### config.mk
export PLATFORM = sky130hd
export DESIGN_NAME = irq_status_unit
export DESIGN_NICKNAME = d
export VERILOG_FILES = /design/src/rtl/irq_pkg.sv /design/src/rtl/irq_evt_map.sv /design/src/rtl/irq_status_reg.sv /design/src/rtl/irq_reg_port.sv /design/src/rtl/irq_status_unit.sv
export SDC_FILE = /design/constraint.sdc
export NUM_CORES = 1
export LEC_CHECK = 0
export BUFFER_PORTS_ARGS = -buffer_cell sky130_fd_sc_hd__buf_2
export CAP_MARGIN = 20
export CORE_ASPECT_RATIO = 0.5
export CORE_MARGIN = 3
export CORE_UTILIZATION = 45
export DETAILED_ROUTE_END_ITERATION = 8
export PLACE_DENSITY = 0.95
export RECOVER_POWER = 100
export SYNTH_ARGS = -nofsm -noshare
export SYNTH_HDL_FRONTEND = slang
export SYNTH_SLANG_ARGS = --single-unit
### constraint.sdc
create_clock -name clk -period 3.85 [get_ports clk]
set_input_delay 0.77 -clock clk [delete_from_list [all_inputs] [get_ports clk]]
set_output_delay 0.77 -clock clk [all_outputs]
set_load 0.005 [all_outputs]
### src/rtl/irq_pkg.sv
package irq_pkg;

  localparam int unsigned STAT_W    = 32;
  localparam int unsigned N_DESC_EV = 4;

  // status bit positions; software decodes these
  localparam int unsigned POS_IN_BASE  = 0;
  localparam int unsigned POS_OUT_BASE = 4;
  localparam int unsigned POS_IN_EMPTY = 9;
  localparam int unsigned POS_EXT      = 25;
  localparam int unsigned POS_ABORT    = 26;

  typedef logic [STAT_W-1:0] stat_t;

  // bits that hold state in status and mask
  function automatic stat_t impl_mask();
    stat_t m;
    m = '0;
    for (int k = 0; k < N_DESC_EV; k++) begin
      m[POS_IN_BASE + k]  = 1'b1;
      m[POS_OUT_BASE + k] = 1'b1;
    end
    m[POS_IN_EMPTY] = 1'b1;
    m[POS_EXT]      = 1'b1;
    m[POS_ABORT]    = 1'b1;
    return m;
  endfunction

  // next status: clears first, then sets win
  function automatic stat_t status_next(stat_t cur, stat_t set_v, stat_t clr_v);
    return (cur & ~clr_v) | set_v;
  endfunction

  // interrupt line level from registers
  function automatic logic irq_level(logic en, stat_t stat, stat_t mask);
    return en & (|(stat & mask));
  endfunction

endpackage

### src/rtl/irq_evt_map.sv
module irq_evt_map
  import irq_pkg::*;
(
  input  logic [N_DESC_EV-1:0] in_evt,
  input  logic [N_DESC_EV-1:0] out_evt,
  input  logic                 in_empty,
  input  logic                 abort_evt,
  input  logic                 ext_line,
  output stat_t                set_vec
);

  stat_t desc_vec;

  // descriptor chains map to two contiguous groups
  for (genvar g = 0; g < STAT_W; g++) begin : g_desc
    if (g >= POS_IN_BASE && g < POS_IN_BASE + N_DESC_EV) begin : g_in
      assign desc_vec[g] = in_evt[g - POS_IN_BASE];
    end else if (g >= POS_OUT_BASE && g < POS_OUT_BASE + N_DESC_EV) begin : g_out
      assign desc_vec[g] = out_evt[g - POS_OUT_BASE];
    end else begin : g_none
      assign desc_vec[g] = 1'b0;
    end
  end

  always_comb begin
    set_vec               = desc_vec;
    set_vec[POS_IN_EMPTY] = in_empty;
    set_vec[POS_EXT]      = ext_line;
    set_vec[POS_ABORT]    = abort_evt;
  end

endmodule

### src/rtl/irq_status_reg.sv
module irq_status_reg
  import irq_pkg::*;
(
  input  logic  clk,
  input  logic  rst_n,
  input  stat_t set_vec,
  input  stat_t clr_vec,
  output stat_t stat_q
);

  localparam stat_t IMPL = impl_mask();

  always_ff @(posedge clk or negedge rst_n) begin
    if (!rst_n) begin
      stat_q <= '0;
    end else begin
      stat_q <= status_next(stat_q, set_vec, clr_vec) & IMPL;
    end
  end

endmodule

### src/rtl/irq_reg_port.sv
module irq_reg_port
  import irq_pkg::*;
#(
  parameter int unsigned       ADDR_W   = 12,
  parameter logic [ADDR_W-1:0] OFS_STAT = 12'h500,
  parameter logic [ADDR_W-1:0] OFS_MASK = 12'h504,
  parameter logic [ADDR_W-1:0] OFS_EN   = 12'h508
) (
  input  logic              clk,
  input  logic              rst_n,
  input  logic              we,
  input  logic [ADDR_W-1:0] addr,
  input  stat_t             wdata,
  input  stat_t             stat_q,
  output stat_t             clr_vec,
  output stat_t             mask_q,
  output logic              en_q,
  output stat_t             rdata
);

  localparam stat_t IMPL = impl_mask();

  logic hit_stat, hit_mask, hit_en;

  assign hit_stat = (addr == OFS_STAT);
  assign hit_mask = (addr == OFS_MASK);
  assign hit_en   = (addr == OFS_EN);

  assign clr_vec = (we && hit_stat) ? wdata : '0;

  always_ff @(posedge clk or negedge rst_n) begin
    if (!rst_n) begin
      mask_q <= '0;
      en_q   <= 1'b0;
    end else begin
      if (we && hit_mask) mask_q <= wdata & IMPL;
      if (we && hit_en)   en_q   <= wdata[0];
    end
  end

  always_comb begin
    rdata = '0;
    if (hit_stat)      rdata = stat_q;
    else if (hit_mask) rdata = mask_q;
    else if (hit_en)   rdata[0] = en_q;
  end

endmodule

### src/rtl/irq_status_unit.sv
module irq_status_unit
  import irq_pkg::*;
#(
  parameter int unsigned       ADDR_W   = 12,
  parameter logic [ADDR_W-1:0] OFS_STAT = 12'h500,
  parameter logic [ADDR_W-1:0] OFS_MASK = 12'h504,
  parameter logic [ADDR_W-1:0] OFS_EN   = 12'h508
) (
  input  logic                 clk,
  input  logic                 rst_n,
  input  logic [N_DESC_EV-1:0] in_desc_evt,
  input  logic [N_DESC_EV-1:0] out_desc_evt,
  input  logic                 in_desc_empty,
  input  logic                 bus_abort,
  input  logic                 ext_inta,
  input  logic                 reg_we,
  input  logic [ADDR_W-1:0]    reg_addr,
  input  logic [STAT_W-1:0]    reg_wdata,
  output logic [STAT_W-1:0]    reg_rdata,
  output logic                 irq_out
);

  // named internal events, observed by the checker
  stat_t set_vec;
  stat_t clr_vec;
  stat_t stat_q;
  stat_t mask_q;
  logic  en_q;

  irq_evt_map u_map (
    .in_evt    (in_desc_evt),
    .out_evt   (out_desc_evt),
    .in_empty  (in_desc_empty),
    .abort_evt (bus_abort),
    .ext_line  (ext_inta),
    .set_vec   (set_vec)
  );

  irq_status_reg u_stat (
    .clk     (clk),
    .rst_n   (rst_n),
    .set_vec (set_vec),
    .clr_vec (clr_vec),
    .stat_q  (stat_q)
  );

  irq_reg_port #(
    .ADDR_W   (ADDR_W),
    .OFS_STAT (OFS_STAT),
    .OFS_MASK (OFS_MASK),
    .OFS_EN   (OFS_EN)
  ) u_port (
    .clk     (clk),
    .rst_n   (rst_n),
    .we      (reg_we),
    .addr    (reg_addr),
    .wdata   (reg_wdata),
    .stat_q  (stat_q),
    .clr_vec (clr_vec),
    .mask_q  (mask_q),
    .en_q    (en_q),
    .rdata   (reg_rdata)
  );

  assign irq_out = irq_level(en_q, stat_q, mask_q);

endmodule

======== Word-level counts from Yosys, hierarchy flattened ========
Cells that the tools add are included.
cells by class
  reductions and logical operators ........ 4
  mux-type cells .......................... 5
  bitwise operators ....................... 5
  eq/ne operators ......................... 3
operators with widths
  kind                  count
  $and 27x27->27        2
  $eq 12x11->1 const B  3
  $mux 32               1
  $reduce_or 32->1      1
  $mux 27               1
  $not 27->27           1
  $or 27x27->27         1
  $mux 26               1
  $logic_and 1x1->1     3
  $mux 1                2
  $and 1x1->1           1
storage, ports and cells
  output and inout port bits .............. 33
  register bits after elaboration ......... 23
  word-level logic and storage cells ...... 20

======== Depth between registers and ports, before layout ========
  word-level depth ........................ 6
  mapped depth ............................ 5
  mapped depth without buffers ............ 4

======== Cells and area by module ========
Synthesis repeated with hierarchy kept, for this count alone.
unflattened totals
  cells, all modules ...................... 263
  area total of the unflattened synthesis .. 2249.7 um^2
modules (own cells, without submodules)
  module           seq. area each (um^2)  cells an instance  times used  area an instance (um^2)
  irq_reg_port     300.3                  154                1           1283.7
  irq_status_reg   275.3                  55                 1           560.5
  irq_evt_map      0.0                    33                 1           244.0
  irq_status_unit  0.0                    21                 1           161.4

======== Worst setup path before layout ========
No wires, ideal clock.
  kind .................................... input -> output
  start ................................... input port reg_addr[9]
  end ..................................... output port reg_rdata[1]
  required time ........................... 3080 ps
  arrival time ............................ 1534 ps
  slack ................................... 1546 ps
  stages on the path ...................... 4
  buffers on the path ..................... 1
  cells stage by stage .................... nor4b_4 > nand3_1 > clkbuf_1 > nor2_1
between the ends
  cells in the longest elaborated chain, start to end .. 3
ends and longest elaborated chain
  what          RTL line               RTL
  from (decl)   irq_status_unit.sv:17  input logic [ADDR_W-1:0] reg_addr,
  $eq 12x11->1  irq_reg_port.sv:26     assign hit_mask = (addr == OFS_MASK);
  $mux 26       irq_reg_port.sv:44     else if (hit_mask) rdata = mask_q;
  $mux 32 (*)   irq_reg_port.sv:43     if (hit_stat) rdata = stat_q;
  to (decl)     irq_status_unit.sv:19  output logic [STAT_W-1:0] reg_rdata,
Every way passes the cells marked *; elsewhere a longest branch is shown, timed or not.

======== Worst setup path after layout ========
  start ................................... input port reg_addr[9]
  end ..................................... output port reg_rdata[3]
The elaborated chain is that of the path after synthesis.

==> impl_metrics.py <==
metrics = {
    "final_layout": {
        "diodes": 0,
        "drive_gt1_share_pct": 22.0,
        "final-seq-area_um2": 576,
        "area_growth_pct": 11.3,
        "fillCellCount": 231,
        "final_area_um2": 1570,
        "post_layout_nonfiller_instances": 223,
        "fin_nets": 245,
        "utilization_pct": 56.4,
        "multi_input_area_um2": 626,
    },
    "pwr": {
        "power_frac_clock_pct": 34.2,
        "netSwitchingFraction_pct": 23.7,
        "leakagePower_nw": 0.788,
        "p_per_area_nw_per_um2": 282,
        "switchingPower_uw": 105,
        "seqPwrFrac_pct": 54.9,
        "p_total_uw": 442,
        "pwr-share-comb_pct": 10.9,
        "p_int_uw": 337,
        "irDropWorstVdd_uv": 127,
    },
    "placed_design": {
        "portBuffers": 48,
        "dp.cells": 219,
        "place_ws_ns": 1.02,
        "hpwl_mm": 2.31,
        "gp_congestion": 0.792,
        "placed_area_um2": 1590,
    },
    "floorplanning": {
        "dieHeight_um": 45.6,
        "fp.dieW_um": 85.2,
        "start_util_pct": 50.7,
        "dieArea_um2": 3880,
        "pin_count": 91,
        "coreArea_um2": 2780,
        "rows": 13,
    },
    "timing": {
        "finalHoldViolations": 0,
        "fmax_mhz": 318,
        "finalCriticalPeriod_ns": 3.15,
        "setup-tns-final_ns": 0,
        "max-slew-margin-rel_pct": 20.4,
        "worst_slew_pin_slew_ns": 1.19,
        "timing.hold.ws_ns": 0.532,
        "setup_ws_ns": 0.703,
        "fin_skew_ns": 0,
        "fin_crit_sh_pct": 81.7,
        "setup_violations": 0,
        "rsz0062_at_grt": "false",
        "final_max_slew_viol_count": 0,
    },
    "global_routing": {
        "grt_max_degree": 24,
        "gr-total-overflow": 0,
        "use_met2_pct": 30.6,
        "met1_usage_pct": 17.3,
        "grt_pass1_wl_mm": 4.76,
        "grt_pass1_vias": 1093,
        "grt_usage_pct": 15.9,
        "met3_usage_pct": 4.51,
        "grt_busiest_layer": "met2",
        "antenna_found_initial": 0,
    },
    "synthesis": {
        "ys_types": 28,
        "yosys.area.top_type": "dfrtp_1",
        "synthAdderAreaFrac_pct": 0,
        "synth_area_leaders": "dfrtp_1 (41%), buf_4 (11%), mux2_4 (11%)",
        "synth_top_family_by_area": "multiplexers",
        "synth_compound_area_share_pct": 9.14,
        "synth_area_um2": 1410,
        "yosys.area.top_type_share_pct": 40.8,
        "syn-mean-instance-area_um2": 10.1,
        "yosysSeqAreaShare_pct": 40.8,
        "yosys_warnings": 0,
        "synthSimpleGateAreaFrac_pct": 13.8,
        "netlist_instances": 139,
        "synth_seq_cells": 23,
        "muxShareOfSynthArea_pct": 19.3,
        "synthXorXnorAreaFrac_pct": 0,
    },
    "cts": {
        "clkLatencyLatePin_ns": 0.27,
        "cts_setup_buffers": 0,
        "root_buffer": "clkbuf_8",
        "ctsLongestPathBuffers": 2,
        "cts_tree": "done",
        "cts_buffers": 3,
        "path_clk_slew_ns": 0.08,
        "ctsResizeCount": 0,
        "htreeDepth": 1,
        "cts_hold_buf": 0,
        "clock-sinks": 23,
    },
    "detailed_routing": {
        "drtIter0Drc": 54,
        "via_count": 1103,
        "drcViolationCount": 0,
        "first_pass_iters": 4,
        "wl_mm": 2.97,
        "routedWlPerCell_um": 13.3,
        "vias_per_cell": 4.95,
        "detail-route-antenna-nets": 0,
    },
    "setup_path": {
        "slowest_delay_ns": 0.59,
        "path_cells": "buf_2 > nor4b_1 > nand3_1 > nor2_1 > clkbuf_2",
        "required_ns": 3.08,
        "crit_family": "simple AND/OR/NAND/NOR gates",
        "cp_data_arrival_time_ns": 2.38,
        "crit_path_max_fanout": 12,
        "cp.buffers_inverters": 2,
        "slowest_stage": "nor4b_1",
        "path_class": "in2out",
        "cp-start-kind": "input port",
        "endpoint_kind": "output pin",
    },
    "outcome": {
        "status": "complete, no violations",
    },
    "flow_run": {
        "drv_cap": 0,
    },
    "hold_path": {
        "hp-class": "reg2reg",
    },
}
==> cell usage after synthesis <==
cell,n
nor3b_1,1
buf_6,1
and3_1,1
a21boi_0,1
dfrtp_1,23
a221oi_1,1
mux2_1,2
a22oi_1,2
nand3_1,2
a31oi_1,11
clkbuf_1,2
mux2i_1,10
nand4_1,1
nor4b_4,2
inv_1,13
mux2_4,10
nor2_1,22
nor4_1,1
conb_1,1
buf_4,21
nor4b_1,1
nand2_1,2
or2_1,1
nor3_1,1
a222oi_1,1
a21oi_1,2
buf_2,2
a22o_1,1
==> cell families (layout without fill, tap and decap cells) <==
kind of cell,Yosys count,after routing
and+or+nand+nor,35,35
buffers and inverters,39,66
other,1,21
muxes,22,22
AOI/OAI and AO/OA,19,19
DFF,23,23
==> cells in the final DEF (no fill, tap or decap), types with 2 or more instances in the layout <==
master    synthesis  layout
a21oi_1           2       2
a22oi_1           2       2
a31oi_1          11      11
buf_2             2      34
clkbuf_1          2      15
clkbuf_8          0       3
conb_1            1      21
dfrtp_1          23      23
inv_1            13      13
mux2_1            2      10
mux2i_1          10      10
nand2_1           2       2
nand3_1           2       2
nor2_1           22      22
nor4b_1           1       2
==> state kept, by name (all words and copies together) (netlist names) <==
name / cells
u_stat.stat_q: 11
u_port.mask_q: 11
u_port.en_q: 1
==> routing by layer <==
layer  part of all wire (%)  wire length (µm)  vias to the layer above
met3                    5.7               168                        8
met1                     41              1220                      529
met2                     51              1520                       36
met4                    1.7                50                        0
li1                       -                 -                      530
met5                      0                 0                        -
==> final timing paths <==
path,depth (start not counted),endpoint,slack (ns),startpoint
worst max-delay path,5,reg_rdata[3],0.70,reg_addr[9]
worst min-delay path,1,u_port.en_q,0.53,u_port.en_q
worst max register to register,1,u_port.mask_q[5],3.01,u_port.mask_q[5]
worst min register to register,1,u_port.en_q,0.53,u_port.en_q
max in group asynchronous,1,u_stat.stat_q[26],2.42,rst_n
min in group asynchronous,1,u_port.mask_q[5],0.72,rst_n
==> cell type report <==
class	instances	area share (%)
well taps	37	2.95
clock buffers	4	2.87
inverters	13	3.11
multi-input cells	97	39.9
flip-flops and latches	23	36.7
repair buffers	49	14.5
==> power by group through the flow <==
| stage | clock [mW] | sequential, mW | combinational, mW |
|---|---|---|---|
| 2_1_floorplan | 0 | 0.247 | 0.0362 |
| 3_3_place_gp | 0 | 0.247 | 0.0483 |
| 3_5_place_dp | 0 | 0.247 | 0.0503 |
| 4_1_cts | 0.154 | 0.242 | 0.0505 |
| 5_1_grt | 0.166 | 0.242 | 0.0541 |
| 6_report | 0.151 | 0.242 | 0.0483 |
Power figures use the tool's default switching activity.
